### src/rtl/ctl_bit_serializer.sv
module ctl_bit_serializer #(
  parameter int STREAM_BITS  = 4,
  parameter int BASE_CH_BITS = 5,
  parameter int NUM_RATES    = 3,
  localparam int AW = STREAM_BITS + BASE_CH_BITS + NUM_RATES - 1
) (
  input  logic          clk,
  input  logic          rst_n,
  input  logic          fsync,
  input  logic [1:0]    rate_sel,
  output logic [AW-1:0] rd_addr,
  input  logic          rd_data,
  output logic          ctl_out
);

  logic [AW-1:0] pos, cur, ahead, last, ch_mask;
  logic [AW-1:0] ahead_st, ahead_ch, tgt_ch;
  logic          locked, fetch_ok, bit_q, realign;
  int unsigned   ch_bits;

  always_comb begin
    ch_bits = BASE_CH_BITS +
              ((int'(rate_sel) < NUM_RATES) ? int'(rate_sel) : NUM_RATES - 1);
    ch_mask = AW'((1 << ch_bits) - 1);
    last    = AW'((1 << (ch_bits + STREAM_BITS)) - 1);
  end

  // a sync pulse is slot 0; out of step (or first) means a fresh alignment
  assign realign  = fsync && (!locked || pos != '0);
  assign cur      = fsync ? '0 : pos;

  // fetch two slots ahead: one clock of memory latency, one output register
  assign ahead    = (cur + AW'(2)) & last;
  assign ahead_st = ahead & AW'((1 << STREAM_BITS) - 1);
  assign ahead_ch = ahead >> STREAM_BITS;
  assign tgt_ch   = (ahead_ch + AW'(1)) & ch_mask;
  assign rd_addr  = (ahead_st << ch_bits) | tgt_ch;

  always_ff @(posedge clk) begin
    if (!rst_n) begin
      pos      <= '0;
      locked   <= 1'b0;
      fetch_ok <= 1'b0;
      bit_q    <= 1'b0;
    end else begin
      locked   <= locked | fsync;
      fetch_ok <= locked | fsync;
      bit_q    <= fetch_ok && !realign && rd_data;
      if (locked || fsync)
        pos <= (cur >= last) ? '0 : cur + AW'(1);
      else
        pos <= '0;
    end
  end

  assign ctl_out = bit_q && !realign;

  p_quiet_unlocked_r1: assert property (@(posedge clk) disable iff (!rst_n)
    !locked |-> !ctl_out);

  p_frame_wrap_r2: assert property (@(posedge clk) disable iff (!rst_n)
    (locked && !fsync && pos >= last) |=> pos == '0);

  p_sync_slot_r7: assert property (@(posedge clk) disable iff (!rst_n)
    (fsync && last != '0) |=> pos == AW'(1));

  p_realign_quiet_r8: assert property (@(posedge clk) disable iff (!rst_n)
    realign |=> !ctl_out);

  p_free_step_r9: assert property (@(posedge clk) disable iff (!rst_n)
    (locked && !fsync && pos < last && $stable(rate_sel)) |=> pos == $past(pos) + AW'(1));

endmodule

### config.mk
export PLATFORM = sky130hd
export DESIGN_NAME = ctl_bit_serializer
export DESIGN_NICKNAME = d
export VERILOG_FILES = /design/src/rtl/ctl_bit_serializer.sv
export SDC_FILE = /design/constraint.sdc
export NUM_CORES = 1
export LEC_CHECK = 0
export ABC_AREA = 1
export CAP_MARGIN = 40
export CORE_MARGIN = 2
export CORE_UTILIZATION = 41
export CTS_CLUSTER_SIZE = 12
export DETAILED_ROUTE_END_ITERATION = 10
export GPL_TIMING_DRIVEN = 0
export PLACE_DENSITY = 0.63
export SLEW_MARGIN = 20
export SYNTH_ARGS = -nofsm -noshare
export SYNTH_HDL_FRONTEND = slang
export SYNTH_SLANG_ARGS = --single-unit
### constraint.sdc
create_clock -name clk -period 2.2 [get_ports clk]
set_clock_uncertainty 0.15 [all_clocks]
set_input_delay 0.22 -clock clk [delete_from_list [all_inputs] [get_ports clk]]
set_output_delay 0.22 -clock clk [all_outputs]
set_load 0.005 [all_outputs]
# Word level (Yosys, flattened, before mapping)
# Index checks and enable logic that the tools add are counted.
totals:
  wordCells: 33
  output_inout_bits: 12
  ff_bits: 13
op_classes:
  n_bitwise: 6
  addsub: 7
  n_reduce_logical: 10
  mux: 2
  shift: 3
  n_lt_le_gt_ge: 2
ops:
  columns: ["op", "n"]
  rows:
  - ["11-bit by 2-bit subtractor with 11-bit output (second input constant)", 2]
  - ["11-bit by 1-bit adder with 11-bit output (second input constant)", 1]
  - ["11-bit by 2-bit adder with 11-bit output (second input constant)", 1]
  - ["11-bit bitwise AND", 1]
  - ["8-bit by 11-bit bitwise AND with 11-bit output", 1]
  - ["11-bit greater-or-equal comparator", 1]
  - ["11-bit 2-to-1 mux", 1]
  - ["11-bit bitwise OR", 1]
  - ["11-bit nonzero test", 1]
  - ["1-bit by 4-bit << shifter with 11-bit output (first input constant)", 1]
  - ["1-bit by 5-bit << shifter with 11-bit output (first input constant)", 1]
  - ["4-bit by 4-bit << shifter with 11-bit output", 1]
  - ["7-bit by 1-bit adder with 8-bit output (second input constant)", 1]
  - ["4-bit by 3-bit adder with 5-bit output (second input constant)", 1]
  - ["3-bit by 2-bit adder with 4-bit output (first input constant)", 1]
  - ["1-bit logical AND", 4]
  - ["3-bit OR reduction", 1]
  - ["1-bit zero test", 2]
  - ["1-bit logical OR", 2]
  - ["2-bit < comparator (second input constant)", 1]
  - ["2-bit 2-to-1 mux", 1]
  - ["1-bit NOT", 2]
  - ["1-bit bitwise OR", 1]

# Depth between registers and ports, before layout
# Gate-level depths: netlist of run 1.
depth:
  depth_word: 10
  ltp_mapped: 14
  mapped_depth_nobuf: 14

# Least setup slack after synthesis of run 1
# OpenSTA, ideal clock, no wires.
synth_path:
  kind: "reg2out"
  start: "register pos[2]"
  end: "output rd_addr[6]"
  arrival_ns: 1.508
  path_slack_ns: 0.322
  n_path_buf: 0
  stages_incl_launch_ff: 14
  cell_sequence: "dfxtp_1 -> nand3_4 -> nor2_1 -> inv_1 -> nand2_1 -> nand2_1 -> inv_1 -> ha_1 -> nand3_2 -> nor2_2 -> nand2_1 -> nand2_1 -> nand3_1 -> nand2_1"
synth_via:
  elab_chain_cells: 6
  word_cells_on_any_way: 7
  classes_between: "2 x add/sub; 1 x shift; 1 x mux; 3 x bitwise"
synth_rtl:
  columns: ["item", "line_no", "rtl"]
  rows:
  - ["start: declaration", "16", "logic [AW-1:0] pos, cur, ahead, last, ch_mask;"]
  - ["start signal: assignment", "50", "pos <= (cur >= last) ? '0 : cur + AW'(1);"]
  - ["11-bit 2-to-1 mux (*)", "30", "assign cur = fsync ? '0 : pos;"]
  - ["11-bit by 2-bit adder with 11-bit output (*)", "33", "assign ahead = (cur + AW'(2)) & last;"]
  - ["11-bit bitwise AND (*)", "33", null]
  - ["7-bit by 1-bit adder with 8-bit output", "36", "assign tgt_ch = (ahead_ch + AW'(1)) & ch_mask;"]
  - ["8-bit by 11-bit bitwise AND with 11-bit output", "36", null]
  - ["11-bit bitwise OR (*)", "37", "assign rd_addr = (ahead_st << ch_bits) | tgt_ch;"]
  - ["end: declaration", "11", "output logic [AW-1:0] rd_addr,"]
# Mark *: on every way between the ends. The rest lies on a longest branch, timed or not.

# Worst setup path in the final report of run 1
layout_path:
  start: "input fsync"
  end: "output rd_addr[6]"
layout_via:
  elab_chain_cells: 6
  word_cells_on_any_way: 7
  classes_between: "2 x add/sub; 1 x shift; 1 x mux; 3 x bitwise"
layout_rtl:
  columns: ["item", "line_no", "rtl"]
  rows:
  - ["start: declaration", "9", "input logic fsync,"]
  - ["11-bit 2-to-1 mux (*)", "30", null]
  - ["11-bit by 2-bit adder with 11-bit output (*)", "33", null]
  - ["11-bit bitwise AND (*)", "33", null]
  - ["7-bit by 1-bit adder with 8-bit output", "36", null]
  - ["8-bit by 11-bit bitwise AND with 11-bit output", "36", null]
  - ["11-bit bitwise OR (*)", "37", null]
# Marks and branches as above.

==> results of run 1 <==
## state kept, by name, indices dropped and copies added, names as in the netlist
register  flops
pos          11
fetch_ok      1
bit_q         1
## cell type report
cell class / instances / area, sq um
multi-input combinational: 130 / 822.0
timing repair buffer: 32 / 275.3
clock buffer: 4 / 26.28
buffer: 2 / 16.27
fill: 237 / 952.2
inverter: 29 / 111.4
tap: 30 / 37.54
sequential: 13 / 281.5
## cells by family after synthesis
kind of cell	count (synthesis)
AND/OR/NAND/NOR	103
flip-flops	13
adder cells (fa/ha/maj)	4
other	1
buffers and inverters	31
AO/OA/AOI/OAI	18
XOR/XNOR	3
## critical path: stages
cell and delay [ns]:
clkdlybuf4s15_2 0.27, inv_4 0.15, nand3_4 0.14, nor2_4 0.13
inv_2 0.06, nand2_2 0.07, nand2_2 0.06, inv_2 0.06
ha_4 0.14, nand3_4 0.08, nor2_4 0.12, nand2_1 0.06
nand2_1 0.06, nand3_1 0.07, nand2_1 0.06, buf_2 0.10
## cells in the mapped netlist, drive strengths merged
| master | count |
|---|---|
| nor3b | 3 |
| dfxtp | 13 |
| o211ai | 1 |
| ha | 4 |
| nor2 | 39 |
| nor3 | 6 |
| nand2 | 37 |
| xor2 | 3 |
| o221ai | 1 |
| a31oi | 1 |
| o21ai | 5 |
| buf | 2 |
| inv | 29 |
| o22ai | 2 |
| conb | 1 |
| nor4 | 3 |
| nand3 | 11 |
| nand4 | 4 |
| a21oi | 8 |
## stage by stage
stage	TNS, ns	hold WS, ns	utilization [%]	setup WS [ns]	cells
final	-0.03230	0.3179	62.25	-0.02173	240
after global routing	-0.4399	0.3698	62.25	-0.1228	240
after CTS	-0.02998	0.3256	58.68	-0.02998	237
after detailed placement	-6.301	0.3137	52.78	-0.8638	221
after global placement	-5.918	0.3075	52.78	-0.8512	221
after floorplan	0	0.2003	-	0.3217	174
## repair_timing
item	CTS	global route
gates resized for setup	40	18
pin swaps	10	13
setup endpoints to repair	11	8
buffers inserted	12	3
## metal layers
layer	global-route usage [%]	part of all wire [%]	vias up
li1	-	-	627
met5	0	0	-
met3	4.608	7.6	4
met2	35.46	50	44
met1	22.49	41	564
met4	3.061	0.97	0
## power groups by stage
stage / Sequential, uW / Clock (uW) / Combinational, uW
after floorplan: 249 / 0 / 43.0
after CTS: 244 / 151 / 79.8
after detailed placement: 250 / 0 / 77.3
after global routing: 240 / 165 / 90.1
final: 239 / 147 / 82.0
after global placement: 250 / 0 / 76.3
## final timing paths
kind	slack (ns)	to	start	cells after the start
min	0.32	bit_q	fetch_ok	2
max	-0.02	rd_addr[6]	fsync	16
max reg2reg	0.38	pos[6]	pos[2]	8
min reg2reg	0.32	bit_q	fetch_ok	2
==> run_results.csv, run 1 <==
group,metric,value,unit
detailed_routing,finalWirelength,3103,um
place,gp_congestion,0.8730,
pwr,swShare,27.69,%
status,violations,"negative setup slack",
worst_setup_path,timing.critical_path.required,1.83,ns
worst_setup_path,cp.arrival,1.85,ns
pwr,vdd_drop_max,0.4187,mV
detailed_routing,dr.pass1.iters,4,
detailed_routing,drt_iter0_drc,38,
sta,fmax,0.4501,GHz
cts,cts_tree,"built",
global_route,grt_pass1_vias,1138,
place,place_area,1331,sq um
job,maxCapViolCount,0,
cts,numCtsBuffers,3,
place,post-dp-hpwl,2262,um
cts,cts.path.max_buffers,2,
die,core_area,2522,sq um
global_route,track_usage,19.14,%
final_layout,drive_gt1_share,32.86,%
die,io_pins,18,
yosys,synth_area,1120,sq um
yosys,syn_inst,173,
detailed_routing,vias,1239,
die,die_x,56.26,um
yosys,syn_area_per_cell,6.473,sq um
die,die_h,56.26,um
worst_setup_path,criticalPathCategory,"in2out",
cts,cts_sinks,13,
cts,htreeDepth,1,
detailed_routing,avgViaCountPerCell,5.163,
yosys,netlist.area_leader.share,23.24,%
final_layout,final_common_cell,"nand2_1",
sta,rsz0062_at_grt,"true",
pwr,power_frac_clock,31.5,%
yosys,yosys.area.top_type,"dfxtp_1",
yosys,yosys-mux-area-fraction,0,%
yosys,yosys_warnings,0,
final_layout,design_area,1570,sq um
yosys,ys_types,29,
final_layout,syn2layout_area_growth,40.22,%
sta,hold_viol_final,0,
final_layout,final_cell_mix,"nand2_1 (27), nor2_1 (25), inv_1 (24)",
yosys,synth_top_family_by_area,"simple AND/OR/NAND/NOR gates",
yosys,synth_xor_area_share,2.346,%
yosys,synthSimpleGateAreaFrac,49.27,%
cts,insertion_delay,0.27,ns
sta,period_minus_slack,2.222,ns
final_layout,final_net_count,221,
worst_setup_path,endpoint_kind,"output port",
die,initial_core_util,44.39,%
worst_setup_path,crit_fanout,6,
sta,timing.final.ws_setup,-0.02173,ns
status,status,"finished with violations",
die,row_count,18,
detailed_routing,drc,0,
yosys,netlist_top_cells_area,"dfxtp_1 (23%), nand2_1 (10%), nor2_1 (10%)",
pwr,switchingPower,129.5,uW
yosys,ys_seq_area_share,23.24,%
place,io_buffers,17,
pwr,p_int,338.2,uW
cts,root_buffer,"clkbuf_4",
pwr,power_density,297.8,nW/um^2
detailed_routing,antenna_left,0,
global_route,antenna_found_initial,0,
global_route,grt_max_degree,11,
pwr,leakagePower,0.0006845,uW
final_layout,diodes,0,
cts,hold_buffers,0,
global_route,grt_pass1_wl,4878,um
sta,maxSlewViolCount,0,
cts,cts.clk_slew.worst_paths,0.08,ns
die,die_area,3165,sq um
sta,finalSetupViolations,2,
pwr,power,467.7,uW
pwr,combPwrFrac,17.5,%
worst_setup_path,start_kind,"input pin",
yosys,ys_ff_latch,13,
hold_path,hold_class,"reg2reg",
detailed_routing,routedWlPerCell,12.93,um
yosys,synth_compound_area_share,8.939,%
yosys,synth-adder-area-share,4.469,%
global_route,grt-ovfl-total,0,
pwr,pwr-share-seq,51.0,%
sta,fin_crit_sh,101.0,%
Power figures use the tool's default switching activity.
==> run 2: changes to the inputs <==
--- a/config.mk
+++ b/config.mk
@@ -7,8 +7,9 @@
 export LEC_CHECK = 0
 export ABC_AREA = 1
 export CAP_MARGIN = 40
-export CORE_MARGIN = 2
+export CORE_MARGIN = 8
 export CORE_UTILIZATION = 41
+export CTS_CLUSTER_DIAMETER = 50
 export CTS_CLUSTER_SIZE = 12
 export DETAILED_ROUTE_END_ITERATION = 10
 export GPL_TIMING_DRIVEN = 0
==> run 2 against run 1 <==
Count of clock-buffer cells in the layout unchanged. Hold slack worse by 0.061 ns. Critical path depth decreased by 6. Sequential power is essentially flat. Global-route usage fell by 5.3 points. Power increased by 2.1%. Combinational power up 5.0%. The run still ends with negative setup slack left. Flip-flop and latch count unchanged. Register-to-register slack better by 0.04 ns. Utilization shrank 4.2 points.
==> run_results.csv, run 2 (synthesized netlist as in run 1, its figures left out) <==
group,metric,value,unit
detailed_routing,routedWlPerCell,13.60,um
status,violations,"negative setup slack",
place,io_buffers,17,
worst_setup_path,reg2reg_slack,0.42,ns
cts,cts_tree,"built",
worst_setup_path,crit_fanout,4,
cts,htreeDepth,1,
die,initial_core_util,41.69,%
pwr,vdd_drop_max,0.3408,mV
worst_setup_path,start_kind,"flop",
die,die_x,68.26,um
global_route,track_usage,13.87,%
global_route,grt-ovfl-total,0,
die,row_count,19,
final_layout,top_register,"pos",
global_route,antenna_found_initial,0,
cts,cts.path.max_buffers,2,
hold_path,min_to,"pos[7]",
place,placedCellCount,222,
detailed_routing,finalWirelength,3223,um
detailed_routing,vias,1217,
job,maxCapViolCount,0,
worst_setup_path,endpoint_kind,"output port",
status,status,"finished with violations",
sta,fin_crit_sh,100.5,%
worst_setup_path,worstRegToRegCells,7,
final_layout,final_common_cell,"nand2_1",
final_layout,instances_no_fill,237,
detailed_routing,drc,0,
pwr,power,477.6,uW
place,post-dp-hpwl,2373,um
sta,period_minus_slack,2.210,ns
cts,cts.clk_slew.worst_paths,0.08,ns
sta,finalSetupViolations,1,
hold_path,hold_class,"in2reg",
pwr,leakagePower,0.0006807,uW
final_layout,final_net_count,217,
die,core_area,2686,sq um
sta,maxSlewViolCount,0,
global_route,grt_pass1_wl,5002,um
detailed_routing,antenna_left,0,
worst_setup_path,timing.critical_path.required,1.83,ns
sta,timing.final.ws_setup,-0.01015,ns
cts,hold_buffers,0,
final_layout,reg_top3,"pos: 11 flops, bit_q: 1 flops, fetch_ok: 1 flops",
sta,hold_viol_final,0,
final_layout,num-fill-cells,270,
hold_path,hold_start,"fsync",
place,gp_congestion,0.8793,
final_layout,diodes,0,
hold_path,min_path_cells,4,
sta,fmax,0.4525,GHz
detailed_routing,avgViaCountPerCell,5.135,
final_layout,largest_reg_flops,11,
final_layout,final_cell_mix,"nand2_1 (27), nor2_1 (26), inv_1 (24)",
global_route,grt_max_degree,11,
final_layout,syn2layout_area_growth,39.22,%
die,die_area,4659,sq um
worst_setup_path,cp.arrival,1.84,ns
final_layout,design_area,1559,sq um
pwr,power_density,306.4,nW/um^2
sta,holdWs,0.2571,ns
sta,tns,-0.01015,ns
detailed_routing,dr.pass1.iters,4,
cts,insertion_delay,0.27,ns
die,io_pins,18,
cts,root_buffer,"clkbuf_4",
global_route,grt_pass1_vias,1167,
cts,cts_sinks,13,
die,die_h,68.26,um
worst_setup_path,criticalPathCategory,"reg2out",
final_layout,drive_gt1_share,31.55,%
sta,rsz0062_at_grt,"true",
cts,numCtsBuffers,3,
place,place_area,1333,sq um
worst_setup_path,r2r_end,"pos[3]",
detailed_routing,drt_iter0_drc,39,
worst_setup_path,r2r_start,"pos[10]",
==> run 2: cell types whose count changed in the layout (fill, tap and decap cells not counted), sizes merged <==
| cell | change |
|---|---|
| clkbuf | +1 |
| dlygate4sd2 | -1 |
| buf | -3 |
| dlymetal6s2s | +1 |
| clkdlybuf4s15 | -2 |
==> run 2: worst max path at each step <==
stage / to / slack (ns) / from / depth (start not counted)
2_1_floorplan: rd_addr[6] / 0.32 / pos[2] / 13
3_3_place_gp: rd_addr[6] / -0.86 / fsync / 16
5_1_grt: rd_addr[6] / -0.17 / pos[1] / 11
3_5_place_dp: rd_addr[6] / -0.90 / fsync / 16
4_1_cts: rd_addr[6] / -0.19 / pos[2] / 13
6_report: rd_addr[2] / -0.01 / pos[1] / 10
==> run 2: metal layers <==
metal | wire, um | track usage (%) | up-vias
met5 | 0 | 0 | -
met4 | 27 | 4.604 | 0
met3 | 146 | 1.964 | 4
met2 | 1623 | 24.50 | 25
met1 | 1426 | 16.75 | 565
li1 | - | - | 623
==> run 2: worst max-delay path, stage by stage, from the launching register on <==
cell and delay (ns):
dfxtp_4 0.37, nand3_4 0.13, nor2_8 0.19, inv_4 0.06, nand2_2 0.07, inv_2 0.04
ha_4 0.16, buf_4 0.14, a21oi_2 0.09, nor2_1 0.05, dlygate4sd2_1 0.26
==> run 2: final cells by class <==
cell class | instances | area, sq um | area share [%]
inverters | 29 | 113.9 | 7.303
well taps | 31 | 38.79 | 2.488
repair buffers | 28 | 236.5 | 15.17
plain buffers | 2 | 16.27 | 1.043
multi-input cells | 130 | 848.3 | 54.41
clock buffers | 4 | 26.28 | 1.685
flip-flops and latches | 13 | 279.0 | 17.90
==> run 2: metrics by stage <==
step / setup slack, ns / utilization (%)
floorplan: 0.3217 / -
global placement: -0.8625 / 49.60
detailed placement: -0.8966 / 49.60
CTS: -0.1882 / 54.54
global route: -0.1689 / 58.03
finish: -0.01015 / 58.03
==> run 2: timing repair <==
item,CTS,global route
setup buffers,9,2
resized for setup,29,35
pin swaps,8,11
setup endpoints to repair,11,9
==> run 2: report_power, final <==
group | switching [uW] | total (uW) | internal [uW]
Combinational | 51.6 | 86.1 | 34.5
Sequential | 3.90 | 240 | 236
Clock | 80.9 | 151 | 70.2
Total | 136 | 478 | 341
==> run 3: changes to the inputs <==
--- a/config.mk
+++ b/config.mk
@@ -6,7 +6,7 @@
 export NUM_CORES = 1
 export LEC_CHECK = 0
 export ABC_AREA = 1
-export CAP_MARGIN = 40
+export CAP_MARGIN = 20
 export CORE_MARGIN = 8
 export CORE_UTILIZATION = 41
 export CTS_CLUSTER_DIAMETER = 50
==> results of run 3 <==
Final layout, timing and power as in run 2 (identical DEF).
